`src/rtl/pipe_adc_pkg.sv`:
```
package pipe_adc_pkg;

   // Output width from stage widths: first stage full weight,
   // each later stage contributes its width minus one redundant bit.
   function automatic int calc_out_w(input int first_w, input int later_w,
                                     input int stages);
      return first_w + (stages - 1) * (later_w - 1);
   endfunction

   // Half of the ideal span of a later stage, removed on merge.
   function automatic int calc_offset(input int later_w);
      return 1 << (later_w - 2);
   endfunction

endpackage

```
`src/rtl/stage_delay.sv`:
```
module stage_delay #(
   parameter int W     = 4,
   parameter int DEPTH = 1
) (
   input  logic         clk,
   input  logic         rst_n,
   input  logic [W-1:0] d,
   output logic [W-1:0] q
);

   generate
      if (W < 1) begin : g_bad_w
         $error("stage_delay: W must be at least 1");
      end
      if (DEPTH < 0) begin : g_bad_depth
         $error("stage_delay: DEPTH must not be negative");
      end

      if (DEPTH == 0) begin : g_pass
         assign q = d;
      end else begin : g_chain
         logic [W-1:0] pipe [DEPTH];
         always_ff @(posedge clk or negedge rst_n) begin
            if (!rst_n) begin
               for (int i = 0; i < DEPTH; i++) pipe[i] <= '0;
            end else begin
               pipe[0] <= d;
               for (int i = 1; i < DEPTH; i++) pipe[i] <= pipe[i-1];
            end
         end
         assign q = pipe[DEPTH-1];
      end
   endgenerate

endmodule

```
`src/rtl/overlap_correct.sv`:
```
module overlap_correct
   import pipe_adc_pkg::*;
#(
   parameter int NUM_STAGES = 2,
   parameter int FIRST_W    = 3,
   parameter int LATER_W    = 4,
   localparam int OUT_W     = calc_out_w(FIRST_W, LATER_W, NUM_STAGES),
   localparam int LW_ALL    = (NUM_STAGES - 1) * LATER_W
) (
   input  logic [FIRST_W-1:0] first_code,
   input  logic [LW_ALL-1:0]  later_code,
   output logic [OUT_W-1:0]   word,
   output logic               clamped
);

   localparam int ACC_W = OUT_W + 3;
   localparam int SHIFT = LATER_W - 1;
   localparam logic signed [ACC_W-1:0] OFS  = ACC_W'(calc_offset(LATER_W));
   localparam logic signed [ACC_W-1:0] MAXV = ACC_W'((1 << OUT_W) - 1);

   logic signed [ACC_W-1:0] acc;

   always_comb begin
      acc = '0;
      acc[FIRST_W-1:0] = first_code;
      for (int s = 0; s < NUM_STAGES - 1; s++) begin
         acc = (acc <<< SHIFT)
             + $signed(ACC_W'(later_code[s*LATER_W +: LATER_W]))
             - OFS;
      end
   end

   always_comb begin
      if (acc < 0) begin
         word    = '0;
         clamped = 1'b1;
      end else if (acc > MAXV) begin
         word    = '1;
         clamped = 1'b1;
      end else begin
         word    = acc[OUT_W-1:0];
         clamped = 1'b0;
      end
   end

endmodule

```
`src/rtl/pipe_adc_align_correct.sv`:
```
module pipe_adc_align_correct
   import pipe_adc_pkg::*;
#(
   parameter int NUM_STAGES  = 2,
   parameter int FIRST_W     = 3,
   parameter int LATER_W     = 4,
   parameter int EXTRA_DELAY = 0,
   localparam int OUT_W      = calc_out_w(FIRST_W, LATER_W, NUM_STAGES),
   localparam int LW_ALL     = (NUM_STAGES - 1) * LATER_W
) (
   input  logic               clk,
   input  logic               rst_n,
   input  logic               valid_i,
   input  logic [FIRST_W-1:0] first_code_i,
   input  logic [LW_ALL-1:0]  later_code_i,
   output logic               valid_o,
   output logic [OUT_W-1:0]   code_o,
   output logic               ovf_o
);

   localparam int HEAD_DEPTH = EXTRA_DELAY + NUM_STAGES - 1;
   localparam int TOTAL_LAT  = HEAD_DEPTH + 1;
   localparam int CNT_W      = $clog2(TOTAL_LAT + 2) + 1;

   generate
      if (NUM_STAGES < 2) begin : g_bad_stages
         $error("pipe_adc_align_correct: NUM_STAGES must be at least 2");
      end
      if (LATER_W < 2) begin : g_bad_later
         $error("pipe_adc_align_correct: LATER_W must be at least 2");
      end
      if (FIRST_W < 1) begin : g_bad_first
         $error("pipe_adc_align_correct: FIRST_W must be at least 1");
      end
      if (OUT_W > 28) begin : g_bad_out
         $error("pipe_adc_align_correct: output word too wide");
      end
      if (EXTRA_DELAY < 0) begin : g_bad_extra
         $error("pipe_adc_align_correct: EXTRA_DELAY must not be negative");
      end
   endgenerate

   // First stage and valid flag travel together through the longest line.
   logic [FIRST_W:0]    head_q;
   logic                al_valid;
   logic [FIRST_W-1:0]  al_first;
   logic [LW_ALL-1:0]   al_later;

   stage_delay #(.W(FIRST_W + 1), .DEPTH(HEAD_DEPTH)) u_head (
      .clk   (clk),
      .rst_n (rst_n),
      .d     ({valid_i, first_code_i}),
      .q     (head_q)
   );
   assign al_valid = head_q[FIRST_W];
   assign al_first = head_q[FIRST_W-1:0];

   // Later stage k arrives k cycles late, so it needs k fewer delays.
   generate
      for (genvar k = 1; k < NUM_STAGES; k++) begin : g_later
         stage_delay #(.W(LATER_W), .DEPTH(HEAD_DEPTH - k)) u_dly (
            .clk   (clk),
            .rst_n (rst_n),
            .d     (later_code_i[(k-1)*LATER_W +: LATER_W]),
            .q     (al_later[(k-1)*LATER_W +: LATER_W])
         );
      end
   endgenerate

   logic [OUT_W-1:0] corr_word;
   logic             corr_clamp;

   overlap_correct #(
      .NUM_STAGES (NUM_STAGES),
      .FIRST_W    (FIRST_W),
      .LATER_W    (LATER_W)
   ) u_corr (
      .first_code (al_first),
      .later_code (al_later),
      .word       (corr_word),
      .clamped    (corr_clamp)
   );

   always_ff @(posedge clk or negedge rst_n) begin
      if (!rst_n) begin
         valid_o <= 1'b0;
         ovf_o   <= 1'b0;
         code_o  <= '0;
      end else begin
         valid_o <= al_valid;
         ovf_o   <= al_valid & corr_clamp;
         if (al_valid) code_o <= corr_word;
      end
   end

   // Samples in flight: accepted at the input, not yet delivered.
   logic [CNT_W-1:0] inflight;
   always_ff @(posedge clk or negedge rst_n) begin
      if (!rst_n) inflight <= '0;
      else        inflight <= inflight + CNT_W'(valid_i) - CNT_W'(valid_o);
   end

   // no sample is lost or held longer than the fixed latency
   assert_latency_R3: assert property (@(posedge clk) disable iff (!rst_n)
      inflight <= CNT_W'(TOTAL_LAT));

   // a clamped output sits on a rail
   assert_clamp_rail_R5: assert property (@(posedge clk) disable iff (!rst_n)
      (valid_o && ovf_o) |-> (code_o == '0 || code_o == '1));

   // overflow never reported without a sample
   assert_flag_quiet_R6: assert property (@(posedge clk) disable iff (!rst_n)
      !valid_o |-> !ovf_o);

   // output word holds through cycles without an aligned sample
   assert_hold_R7: assert property (@(posedge clk) disable iff (!rst_n)
      !al_valid |=> $stable(code_o));

endmodule

```
`config.mk`:
```
export PLATFORM = sky130hd
export DESIGN_NAME = pipe_adc_align_correct
export DESIGN_NICKNAME = d
export VERILOG_FILES = /design/src/rtl/pipe_adc_pkg.sv /design/src/rtl/stage_delay.sv /design/src/rtl/overlap_correct.sv /design/src/rtl/pipe_adc_align_correct.sv
export SDC_FILE = /design/constraint.sdc
export NUM_CORES = 1
export LEC_CHECK = 0
export ABC_CLOCK_PERIOD_IN_PS = 1950
export CORE_AREA = 2 2 39 41
export DETAILED_ROUTE_END_ITERATION = 10
export DIE_AREA = 0 0 41 43
export DONT_BUFFER_PORTS = 1
export PLACE_DENSITY = 0.76
export SKIP_LAST_GASP = 1
export SYNTH_ARGS = -nofsm -noshare
export SYNTH_HDL_FRONTEND = slang
export SYNTH_HIERARCHICAL = 1
export SYNTH_SLANG_ARGS = --single-unit
```
`constraint.sdc`:
```
create_clock -name clk -period 1.95 [get_ports clk]
set_input_delay 0.4875 -clock clk [delete_from_list [all_inputs] [get_ports clk]]
set_output_delay 0.4875 -clock clk [all_outputs]
set_load 0.02 [all_outputs]
```
==> out/results.txt, run 1 <==
The combinational fraction of design power is 22.5%, and the first-pass GRT wire length is 1950 µm. Measured along the x axis, the die boundary spans 41 µm. The logs give 446 for the via count of the first global-routing pass and 12 for the number of clock sinks.

Buffer depth of the longest clock path: 2. The internal power of the cells totals 0.484 mW. For the worst-skew pair, the clock arrives at the later sink with an insertion delay of 0.27 ns. The total of buffers placed on input and output ports came out at 0.

After clock tree synthesis, the setup repair step added 0 buffers. After the flow finishes, the layout carries non-filler instances totaling 78. Xor and xnor fraction of the mapped netlist area: 1.31%.

The detailed-route vias per instance works out to 5.40. In this run the tightest slew margin relative to its limit is 65.3%. The minimum clock period works out to 1.94 ns.

The Yosys step of the flow raised 6 warnings. In this run the static leakage power is 0.402 nW. The routed design has 1170 µm of wire.

In this run the most critical hold path is launched from first_code_i[2]. The worst endpoint data arrival time is 2.09 ns, and the area growth from synthesis to layout is 28.7%. The run gives 863 µm² as the final design area excluding fillers. By area, the combinational part of the netlist is dominated by adder cells. For the maximum clock rate, the log shows 516 MHz. Counting the buffers created by CTS gives 3. The number of design-rule violations left by the first detailed-router iteration is 1, and the multiplexer area fraction after synthesis is 13.4%. A synthesized cell averages 12.2 µm². The part of the power in the clock network came out at 28.2%. Along the worst path, the maximum fanout reaches 7. The total number of H-tree levels is 1. The switching power total is 0.198 mW. The largest individual stage delay along the critical path comes from the cell sky130_fd_sc_hd__fa_2. The worst min-delay path category is input pin to register. Synthesis produced a netlist whose cell count is 55. For the pin with the worst max-slew slack, the measured transition is 0.520 ns. For this configuration, the core starts out at a cell density of 48.5%. STA classifies the critical path endpoint as a register. The overall power came out at 0.682 mW. In this run, flip-flops and latches consume 49.3% of the power. Traced cell by cell, the critical path runs through inv_2 -> ha_4 -> inv_2 -> ha_4 -> fa_2 -> a21boi_4 -> a31oi_1 -> mux2_4.

The tools report the netlist area before placement as 671 µm². Leaving out fill and tap cells, the most frequent cells in the layout are 12 x sky130_fd_sc_hd__dfrtp_1, 7 x sky130_fd_sc_hd__buf_4, 6 x sky130_fd_sc_hd__mux2_4, 5 x sky130_fd_sc_hd__inv_1, 5 x sky130_fd_sc_hd__a31oi_1. The biggest area contributor in the post-synthesis netlist is sky130_fd_sc_hd__dfrtp_1.

Setup repair after global routing could not meet its margin everywhere. The dominant delay contributor by cell family on the critical path was adder cells. The tools report the core outline area as 1380 µm². Summing the areas of all fa, ha and maj instances in the mapped netlist gives 14.2% of the synthesized area. The number of antenna violations at the first check in global routing came out at 0. Pin placement for this block handled 18 I/O pins. Across every metal layer, demand over resource in global routing totals 17.4%. In this run the critical register-to-register path is launched from u_head/q[0].

Including well taps, the total number of placed cells is 73. In the routed design, unresolved DRC markers number 0. Entering global routing, the biggest net connects 13 pins. For this run, the detailed router's first-pass iteration total came to 3. The die is 43 µm tall. Across the VDD grid, the largest voltage drop is 518 µV. The number of inserted diodes was 0.

Summed over all failing endpoints, the final setup total negative slack is 0 ns. TritonCTS built the clock tree. Clock-pin slew was measured on the worst setup and hold paths at 0.07 ns. For this block, the via count after detailed routing is 421. The tools report the kind of launch point of the worst setup path as a register. Setup violations remaining at the end of the flow were counted as 0. The buffers plus inverters on the worst setup path was 2; the required time of the critical path was 2.11 ns. The tree is rooted in a sky130_fd_sc_hd__clkbuf_4. The count of nets left with antenna violations once routing finished came out at 0.

The residual overflow from global routing was 0. The critical path starts at u_head/q[0]. The total of flip-flops plus latches after synthesis came out at 12.

The synthesized netlist devotes 5.97% of its cell area to simple gates. Synthesis instantiated 17 different standard cells from the library. The share of the synthesized area in compound gates (AO/OA/AOI/OAI) was 7.84%. On the worst path, the slowest cell contributes a delay of 0.39 ns. The hold violation total from the final report came out at 0. The run finished with clean final reports. The tools report the post-synth net total as 72. The worst path uses 99.3% of the clock period.

The overall die area is 1760 µm², and the register area share after synthesis is 44.8%. Across the routed clock network, the largest skew measured is 0.00285 ns. The run gives 0 as the count of final max-slew check failures. Across the run, the number of max-cap violations was 0. The tools report the final RePlAce weighted congestion as 0.779. The initialized floorplan defines 14 standard-cell rows. Power per cell area: 789 nW/µm².

By area the synthesized netlist is led by sky130_fd_sc_hd__dfrtp_1 45%, sky130_fd_sc_hd__mux2_4 13%, sky130_fd_sc_hd__ha_1 11%. Commonest non-fill, non-tap cell in the layout: sky130_fd_sc_hd__dfrtp_1. The post-detailed-placement half-perimeter wirelength is 898 µm. The critical path start-end classification is register to register. For the placed cell area, the log shows 771 µm². Summed over its instances, the top area cell type makes up 44.8% of the synthesized netlist area. The proportion of total power due to net switching is 29.0%, and the average routed wire per standard cell is 15.1 µm. For this run, the post-layout net count is 80. Of the cells placed in the final design, the portion with a size suffix greater than 1 is 56.5%.
==> worst reg2reg max path, delay by kind of cell (launching register included) <==
kind,cells,cell delay [ns]
buf+inv,2,0.08
mux,1,0.26
fa+ha+maj,3,0.79
flops,1,0.34
compound gates,2,0.36
==> what timing repair did <==
item | in CTS | in global routing
gates cloned | 0 | 0
setup endpoints to repair | 6 | 6
endpoints found under the hold margin | 12 | 0
pin swaps | 3 | 2
resized for setup | 6 | 1
hold buffers | 1 | 0
==> per-stage QoR <==
step | hold WS (ns) | worst slack (ns) | utilization [%]
detailed placement | 0.192 | -0.185 | 55.7
global route | 0.219 | -0.0650 | 62.4
CTS | 0.228 | -0.0118 | 62.4
global placement | 0.192 | -0.129 | 55.7
floorplan | 0.192 | -0.135 | -
finish | 0.241 | 0.0127 | 62.4
==> routing by layer <==
metal  vias up  share of wire [%]  global-route usage [%]
met1       213                 35                    16.8
met3         2                6.0                    11.0
met5         -                  0                       0
met2        12                 58                    27.5
li1        194                  -                       -
met4         0               0.85                    8.00
==> power by group through the flow <==
| stage | registers, mW | clock network [mW] | logic, mW |
|---|---|---|---|
| after floorplan | 0.332 | 0 | 0.108 |
| after global placement | 0.340 | 0 | 0.123 |
| after detailed placement | 0.342 | 0 | 0.130 |
| after CTS | 0.337 | 0.203 | 0.156 |
| after global routing | 0.341 | 0.211 | 0.170 |
| final | 0.336 | 0.192 | 0.153 |
==> synth_stat cells <==
cell                       instances
sky130_fd_sc_hd__inv_1            10
sky130_fd_sc_hd__and3b_1           1
sky130_fd_sc_hd__o31ai_1           1
sky130_fd_sc_hd__or4_1             1
sky130_fd_sc_hd__buf_6             1
sky130_fd_sc_hd__a31oi_1           6
sky130_fd_sc_hd__clkbuf_2          1
sky130_fd_sc_hd__xor2_1            1
sky130_fd_sc_hd__dfrtp_1          12
sky130_fd_sc_hd__fa_1              1
sky130_fd_sc_hd__nand3b_1          1
sky130_fd_sc_hd__and2_2            1
sky130_fd_sc_hd__mux2_4            6
sky130_fd_sc_hd__buf_4             4
sky130_fd_sc_hd__a21boi_1          1
sky130_fd_sc_hd__ha_1              6
sky130_fd_sc_hd__and2b_2           1
==> cell families after synthesis <==
group / Yosys count
buf+inv: 16
flops: 12
compound gates: 8
fa+ha+maj: 7
mux: 6
simple gates: 5
xor+xnor: 1
==> area by class of cell <==
type                            instances  area, µm²
Tap cell                               16       20.0
Clock buffer                            4       36.3
Timing Repair Buffer                    9       82.6
Inverter                               10       42.5
Multi-Input combinational cell         27        382
Fill cell                             106        520
Sequential cell                        12        300
==> sequential cells by signal, summed over array words and instances, names as in the netlist <==
register / cells
code_o: 6
u_head/q: 4
valid_o: 1
ovf_o: 1
==> final timing paths <==
path                               end  slack, ns  depth (start not counted)
max in group asynchronous  u_head/q[1]       0.98                          1
max reg2reg                  code_o[3]       0.01                          8
min                        u_head/q[2]       0.24                          0
max                          code_o[3]       0.01                          8
min in group asynchronous    code_o[5]       0.63                          1
min reg2reg                    valid_o       0.63                          0
Power figures use the tool's default switching activity.
==> run 2: changes to the inputs <==
--- a/config.mk
+++ b/config.mk
@@ -5,12 +5,12 @@
 export SDC_FILE = /design/constraint.sdc
 export NUM_CORES = 1
 export LEC_CHECK = 0
-export ABC_CLOCK_PERIOD_IN_PS = 1950
+export ABC_CLOCK_PERIOD_IN_PS = 1860
 export CORE_AREA = 2 2 39 41
 export DETAILED_ROUTE_END_ITERATION = 10
 export DIE_AREA = 0 0 41 43
 export DONT_BUFFER_PORTS = 1
-export PLACE_DENSITY = 0.76
+export PLACE_DENSITY = 0.73
 export SKIP_LAST_GASP = 1
 export SYNTH_ARGS = -nofsm -noshare
 export SYNTH_HDL_FRONTEND = slang
==> constraint.sdc (replaced) <==
create_clock -name clk -period 1.86 [get_ports clk]
set_input_delay 0.465 -clock clk [delete_from_list [all_inputs] [get_ports clk]]
set_output_delay 0.465 -clock clk [all_outputs]
set_load 0.02 [all_outputs]
==> out/results.txt, run 2 (synthesis gave the netlist of run 1 again) <==
The run finished, with violations left. The checks that failed: negative setup slack. The switching power total was 0.209 mW (was 0.198 mW). For the number of inserted diodes, the log shows 0 (unchanged).

The final antenna-violating net count was 0 (unchanged). Commonest cells after routing, fill and taps aside: 12 x sky130_fd_sc_hd__dfrtp_1, 11 x sky130_fd_sc_hd__buf_4, 6 x sky130_fd_sc_hd__mux2_4, 6 x sky130_fd_sc_hd__a31oi_1, 5 x sky130_fd_sc_hd__inv_1 (was 12 x sky130_fd_sc_hd__dfrtp_1, 7 x sky130_fd_sc_hd__buf_4, 6 x sky130_fd_sc_hd__mux2_4, 5 x sky130_fd_sc_hd__inv_1, 5 x sky130_fd_sc_hd__a31oi_1). The die width was 41 µm (unchanged); the hold violation total from the final report was 0 (unchanged). Setup repair after global routing could not meet its margin everywhere.

Detailed-router iteration count before antenna repair: 4 (was 3). The buffer depth of the longest clock path is 2 (unchanged), and the fraction of layout instances using a drive strength above 1 is 55.4% (was 56.5%). The nature of the critical path endpoint is a register (unchanged). The run gives 82 µm (was 71 µm) as the sum of met3 wire segment lengths after detailed routing. Cell chosen for the clock root: sky130_fd_sc_hd__clkbuf_4 (unchanged).

The total of buffers placed on input and output ports is 0 (unchanged). Number of flip-flops under the largest register name: 6 (unchanged). The setup skew after layout is 0.00225 ns (was 0.00285 ns), and the clock-pin transition on the worst setup and hold timing paths is 0.08 ns (was 0.07 ns). The critical path start-end classification was register to register (unchanged). The pin count of the biggest net entering global routing was 13 (unchanged). Vertical die dimension: 43 µm (unchanged). The tools report the placed cell area as 766 µm² (was 771 µm²). The final worst-path setup slack was -0.0105 ns (was 0.0127 ns). The logs give 2.08 ns (was 2.11 ns) for the required time of the critical path and 18 (unchanged) for the number of top-level pins.

The number of clock sinks is 12 (unchanged), and the worst endpoint data arrival time is 2.09 ns (about the same). The logs give 0 (unchanged) for the post-detailed-route DRC marker count and 5 (was 1) for the number of design-rule violations left by the first detailed-router iteration. The combinational fraction of design power was 21.0% (was 22.5%). TritonCTS built the clock tree. The total routing usage reported by global routing was 14.9% (was 17.4%). The power per cell area was 837 nW/µm² (was 789 nW/µm²); the overall die area was 1760 µm² (unchanged). The leakage power is 0.409 nW (was 0.402 nW). The residual overflow from global routing came out at 0 (unchanged). The average routed wire per standard cell works out to 13.9 µm (was 15.1 µm).

The tools report the relative slew slack as 64.3% (was 65.3%). Slew at the pin closest to its max-slew limit: 0.534 ns (was 0.520 ns). For the aggregate routed wire length, the log shows 1130 µm (was 1170 µm). The commonest non-fill, non-tap cell in the layout was sky130_fd_sc_hd__dfrtp_1 (unchanged). The detailed-route vias per instance works out to 5.43 (was 5.40).

The area growth from synthesis to layout is 26.9% (was 28.7%). Final RePlAce weighted congestion: 0.761 (was 0.779). The worst min-delay path category is input pin to register (unchanged). For the cell-internal power, the log shows 0.504 mW (was 0.484 mW).

The met1 layer wirelength in the final routing is 410 µm (was 409 µm). The number of standard-cell rows in the floorplan came out at 14 (unchanged). The share of total power in sequential cells came out at 49.3% (about the same). The final-stage net count was 83 (was 80); the post-detailed-placement half-perimeter wirelength was 866 µm (was 898 µm). The kind of launch point of the worst setup path is a register (unchanged). The total number of H-tree levels was 1 (unchanged); the total met2 wirelength after detailed routing was 616 µm (was 682 µm). The fraction of the cycle the final worst path needs was 101% (was 99.3%). The max capacitance violation total was 0 (unchanged). The starting utilization of the core area came out at 48.5% (unchanged). Via count of the first global-routing pass: 430 (was 446). The total number of vias is 440 (was 421). The final setup violation count is 1 (was 0). Number of antenna violations at the first check in global routing: 0 (unchanged). The register ranked first by flip-flop count was code_o (unchanged). Count of final max-slew check failures: 0 (unchanged). The worst voltage drop across the vdd grid is 480 µV (was 518 µV), and the maximum clock rate is 535 MHz (was 516 MHz). The core outline area was 1380 µm² (unchanged). The logs give 29.7% (was 28.2%) for the part of the power in the clock network and 1750 µm (was 1950 µm) for the first-pass GRT wire length. The uppermost layer routed is met4 (unchanged).

The run gives 0.210 ns (was 0.241 ns) as the final hold slack. The clock network latency to the later pin of the worst-skew pair was 0.27 ns (about the same). The proportion of total power due to net switching is 29.3% (was 29.0%). The number of buffers created by CTS was 3 (unchanged); the final design area excluding fillers was 851 µm² (was 863 µm²). Minimum clock period: 1.87 ns (was 1.94 ns). The highest fanout seen on the critical path came out at 7 (unchanged).
-- run 2: cell count changes in the layout (fill, tap and decap cells not counted) --
cell                      change
sky130_fd_sc_hd__xor2_2       -1
sky130_fd_sc_hd__xor2_1       +1
sky130_fd_sc_hd__a31oi_4      -1
sky130_fd_sc_hd__buf_12       -1
sky130_fd_sc_hd__buf_4        +4
sky130_fd_sc_hd__a31oi_1      +1
-- run 2: power by group through the flow --
stage	clock network, mW	registers (mW)	logic [mW]
4_1_cts	0.219	0.352	0.149
5_1_grt	0.230	0.356	0.166
2_1_floorplan	0	0.348	0.114
6_report	0.212	0.351	0.149
3_5_place_dp	0	0.357	0.134
3_3_place_gp	0	0.356	0.129
-- run 2: final timing paths --
check / from / end / slack (ns) / cells after the start
max: u_head/q[1] / code_o[5] / -0.01 / 7
min: valid_i / u_head/q[3] / 0.21 / 0
max reg2reg: u_head/q[1] / code_o[5] / -0.01 / 7
min reg2reg: u_head/q[3] / valid_o / 0.63 / 0
max in group asynchronous: rst_n / u_head/q[0] / 0.90 / 1
min in group asynchronous: rst_n / code_o[0] / 0.60 / 1
-- run 2: repair_timing --
item                                   4_1_cts  5_1_grt
resized for setup                            5        0
endpoints found under the hold margin       12        0
setup endpoints to repair                    7        6
buffers inserted                             0        2
hold buffers                                 1        0
pin swaps                                    1        0
-- run 2: cell type report --
cell class              instances  area [µm²]
repair buffers                 12        92.6
well taps                      16        20.0
inverters                      10        42.5
clock buffers                   4        36.3
flip-flops and latches         12         300
fillers                       106         533
multi-input cells              27         359
-- run 2: critical path: stages (launching register included) --
cell	delay, ns
sky130_fd_sc_hd__dfrtp_1	0.40
sky130_fd_sc_hd__inv_2	0.10
sky130_fd_sc_hd__buf_4	0.12
sky130_fd_sc_hd__ha_4	0.19
sky130_fd_sc_hd__and3b_1	0.19
sky130_fd_sc_hd__or4_4	0.47
sky130_fd_sc_hd__a31oi_1	0.18
sky130_fd_sc_hd__mux2_4	0.16
-- run 2: per-layer routing --
layer	up-vias	track usage [%]
met3	3	5.24
met4	0	6.00
li1	199	-
met2	18	24.7
met5	-	0
met1	220	16.2
-- run 2: stage by stage --
stage	instances	setup TNS, ns	setup slack (ns)	util [%]	total power, mW
6_report	81	-0.0105	-0.0105	61.5	0.713
5_1_grt	81	-0.510	-0.0963	61.5	0.752
4_1_cts	79	-0.0163	-0.0163	60.4	0.720
3_5_place_dp	74	-1.12	-0.193	55.3	0.492
3_3_place_gp	74	-0.982	-0.169	55.3	0.485
2_1_floorplan	55	-1.27	-0.203	-	0.462
==> run 3: changes to the inputs <==
--- a/config.mk
+++ b/config.mk
@@ -5,13 +5,12 @@
 export SDC_FILE = /design/constraint.sdc
 export NUM_CORES = 1
 export LEC_CHECK = 0
-export ABC_CLOCK_PERIOD_IN_PS = 1860
-export CORE_AREA = 2 2 39 41
+export ABC_CLOCK_PERIOD_IN_PS = 1950
+export CORE_MARGIN = 1.5
+export CORE_UTILIZATION = 30
 export DETAILED_ROUTE_END_ITERATION = 10
-export DIE_AREA = 0 0 41 43
 export DONT_BUFFER_PORTS = 1
-export PLACE_DENSITY = 0.73
-export SKIP_LAST_GASP = 1
+export PLACE_DENSITY = 0.52
 export SYNTH_ARGS = -nofsm -noshare
 export SYNTH_HDL_FRONTEND = slang
 export SYNTH_HIERARCHICAL = 1
==> constraint.sdc (replaced) <==
create_clock -name clk -period 1.95 [get_ports clk]
set_input_delay 0.4875 -clock clk [delete_from_list [all_inputs] [get_ports clk]]
set_output_delay 0.4875 -clock clk [all_outputs]
set_load 0.02 [all_outputs]
==> out/results.txt, run 3 (synthesis gave the netlist of run 1 again) <==
The total number of vias was 420 (was 440). The average routed wire per standard cell was 13.7 µm (was 13.9 µm); the final antenna-violating net count was 0 (unchanged). For the number of buffers created by CTS, the log shows 3 (unchanged). The area growth from synthesis to layout is 30.0% (was 26.9%), and the end-of-flow core utilization is 42.7% (was 61.5%).

The logs give 0.00451 ns (was 0.00225 ns) for the setup skew after layout and 82 (was 83) for the final-stage net count. The first-pass GRT wire length is 2210 µm (was 1750 µm). The share of total power in sequential cells was 53.4% (was 49.3%). The starting utilization of the core area was 32.8% (was 48.5%); the clock-pin transition on the worst setup and hold timing paths was 0.07 ns (was 0.08 ns).

The logs give 0 (unchanged) for the hold violation total from the final report and 0.630 mW (was 0.713 mW) for the overall power. The run gives 872 µm² (was 851 µm²) as the final design area excluding fillers. The aggregate routed wire length is 1230 µm (was 1130 µm).

The run gives 16 (was 14) as the number of standard-cell rows in the floorplan. The detailed-route vias per instance is 4.67 (was 5.43), and the cell-internal power is 0.442 mW (was 0.504 mW). The total of buffers placed on input and output ports works out to 0 (unchanged).

The residual overflow from global routing is 0 (unchanged), and the combinational fraction of design power is 23.7% (was 21.0%). CP cell instances: inv_2 -> ha_4 -> inv_2 -> ha_4 -> and3b_1 -> buf_6 -> o31ai_4 -> buf_6 -> a31oi_2 -> mux2_4 (was inv_2 -> buf_4 -> ha_4 -> and3b_1 -> or4_4 -> a31oi_1 -> mux2_4). The final RePlAce weighted congestion was 0.715 (was 0.761). The clock network latency to the later pin of the worst-skew pair was 0.27 ns (about the same); the via count of the first global-routing pass was 486 (was 430). The fraction of layout instances using a drive strength above 1 is 58.7% (was 55.4%). The max capacitance violation total is 0 (unchanged), and the number of cells after detailed placement is 85 (was 74).

The worst min-delay path category was input pin to register (unchanged). For the final setup violation count, the log shows 0 (was 1). The part of the power in the clock network is 22.9% (was 29.7%), and the relative slew slack is 63.1% (was 64.3%).

The tools report the pin count of the biggest net entering global routing as 13 (unchanged). The critical path start-end classification was register to register (unchanged). The tools report the total routing usage reported by global routing as 12.1% (was 14.9%). The logs give 524 MHz (was 535 MHz) for the maximum clock rate and 2040 µm² (was 1380 µm²) for the core outline area. The die width came out at 50.3 µm (was 41 µm). The detailed-router iteration count before antenna repair was 2 (was 4); the minimum clock period was 1.91 ns (was 1.87 ns).

TritonCTS built the clock tree. The count of final max-slew check failures is 0 (unchanged). Power per cell area: 722 nW/µm² (was 837 nW/µm²). The kind of launch point of the worst setup path was a register (unchanged).

The run gives 12 (unchanged) as the number of clock sinks. The run gives 205 (was 106) as the number of fillers in the final layout. The switching power total came out at 0.188 mW (was 0.209 mW). The overall die area was 2530 µm² (was 1760 µm²); the buffer depth of the longest clock path was 2 (unchanged). Required time of the critical path: 2.10 ns (was 2.08 ns).

Final worst-path setup slack: 0.0405 ns (was -0.0105 ns). The logs give 472 µV (was 480 µV) for the worst voltage drop across the vdd grid and 1 (unchanged) for the total number of H-tree levels. The number of flip-flops under the largest register name works out to 6 (unchanged).

The tools report the nature of the critical path endpoint as a register (unchanged). The run finished with clean final reports. The register ranked first by flip-flop count was code_o (unchanged). For the leakage power, the log shows 0.401 nW (was 0.409 nW). The number of top-level pins was 18 (unchanged). The tools report the pre-CTS setup slack as -0.180 ns (was -0.193 ns). Cell chosen for the clock root: sky130_fd_sc_hd__clkbuf_4 (unchanged).

The post-detailed-route DRC marker count is 0 (unchanged), and the number of inserted diodes is 0 (unchanged). Highest fanout seen on the critical path: 7 (unchanged). The commonest non-fill, non-tap cell in the layout was sky130_fd_sc_hd__dfrtp_1 (unchanged). The number of antenna violations at the first check in global routing was 0 (unchanged).

Setup repair after global routing could not meet its margin everywhere. For the worst endpoint data arrival time, the log shows 2.06 ns (was 2.09 ns). The fraction of the cycle the final worst path needs was 97.9% (was 101%); the biggest cell delay along the critical path was 0.34 ns (was 0.47 ns).

Commonest cells after routing, fill and taps aside: 12 x sky130_fd_sc_hd__dfrtp_1, 8 x sky130_fd_sc_hd__buf_4, 6 x sky130_fd_sc_hd__mux2_4 (was 12 x sky130_fd_sc_hd__dfrtp_1, 11 x sky130_fd_sc_hd__buf_4, 6 x sky130_fd_sc_hd__mux2_4, 6 x sky130_fd_sc_hd__a31oi_1, 5 x sky130_fd_sc_hd__inv_1). The number of standard cells in the layout, taps in and fillers out was 90 (was 81). Cell with the largest stage delay on the worst path: sky130_fd_sc_hd__dfrtp_1 (was sky130_fd_sc_hd__or4_4).

For the number of design-rule violations left by the first detailed-router iteration, the log shows 1 (was 5). The slew at the pin closest to its max-slew limit works out to 0.551 ns (was 0.534 ns). The vertical die dimension is 50.3 µm (was 43 µm). The placed cell area was 779 µm² (was 766 µm²).

The proportion of total power due to net switching was 29.8% (was 29.3%).
## run 3: area by class of cell
cell class                 count  area [µm²]  share of cell area [%]
timing repair buffer          11        92.6                    10.6
tap                           27        33.8                    3.87
multi-input combinational     27         380                    43.6
inverter                      10        42.5                    4.88
clock buffer                   3        22.5                    2.58
sequential                    12         300                    34.4
## run 3: timing repair
item / in CTS / in global routing
gates resized for setup: 5 / 6
hold buffers: 1 / 0
endpoints found under the setup margin: 7 / 7
buffers inserted: 1 / 0
pin swaps: 1 / 0
endpoints found under the hold margin: 12 / 0
## run 3: worst max-delay path, delay by kind of cell, from the launching register on
family / cells / cell delay [ns]
fa+ha+maj: 2 / 0.40
buf+inv: 4 / 0.35
flops: 1 / 0.34
compound gates: 2 / 0.26
mux: 1 / 0.26
simple gates: 1 / 0.18
## run 3: power groups by stage
stage                     combinational (mW)  clock [mW]  sequential (mW)
final                                  0.149       0.144            0.336
after global routing                   0.168       0.166            0.340
after CTS                              0.147       0.154            0.337
after detailed placement               0.128           0            0.341
after global placement                 0.123           0            0.341
after floorplan                        0.108           0            0.332
## run 3: per-stage QoR
step	TNS, ns	hold WS (ns)
global placement	-0.806	0.192
floorplan	-0.795	0.192
finish	0	0.244
global route	-0.251	0.222
CTS	-0.00813	0.232
detailed placement	-0.996	0.192
## run 3: worst paths after layout
check | slack [ns] | startpoint | endpoint | depth (start not counted)
worst max-delay path | 0.04 | u_head/q[0] | code_o[2] | 10
worst min register to register | 0.64 | u_head/q[3] | valid_o | 0
worst min-delay path | 0.24 | first_code_i[0] | u_head/q[0] | 0
worst max register to register | 0.04 | u_head/q[0] | code_o[2] | 10
min in group asynchronous | 0.64 | rst_n | code_o[1] | 1
max in group asynchronous | 0.94 | rst_n | ovf_o | 1
## run 3: metal layers
metal / up-vias / track usage (%) / wire, µm / part of all wire, %
met5: - / 0 / 0 / 0
met4: 0 / 1.39 / 0 / 0
met3: 0 / 6.85 / 104 / 8.4
met2: 16 / 21.1 / 658 / 53
met1: 207 / 12.9 / 467 / 38
li1: 197 / - / - / -
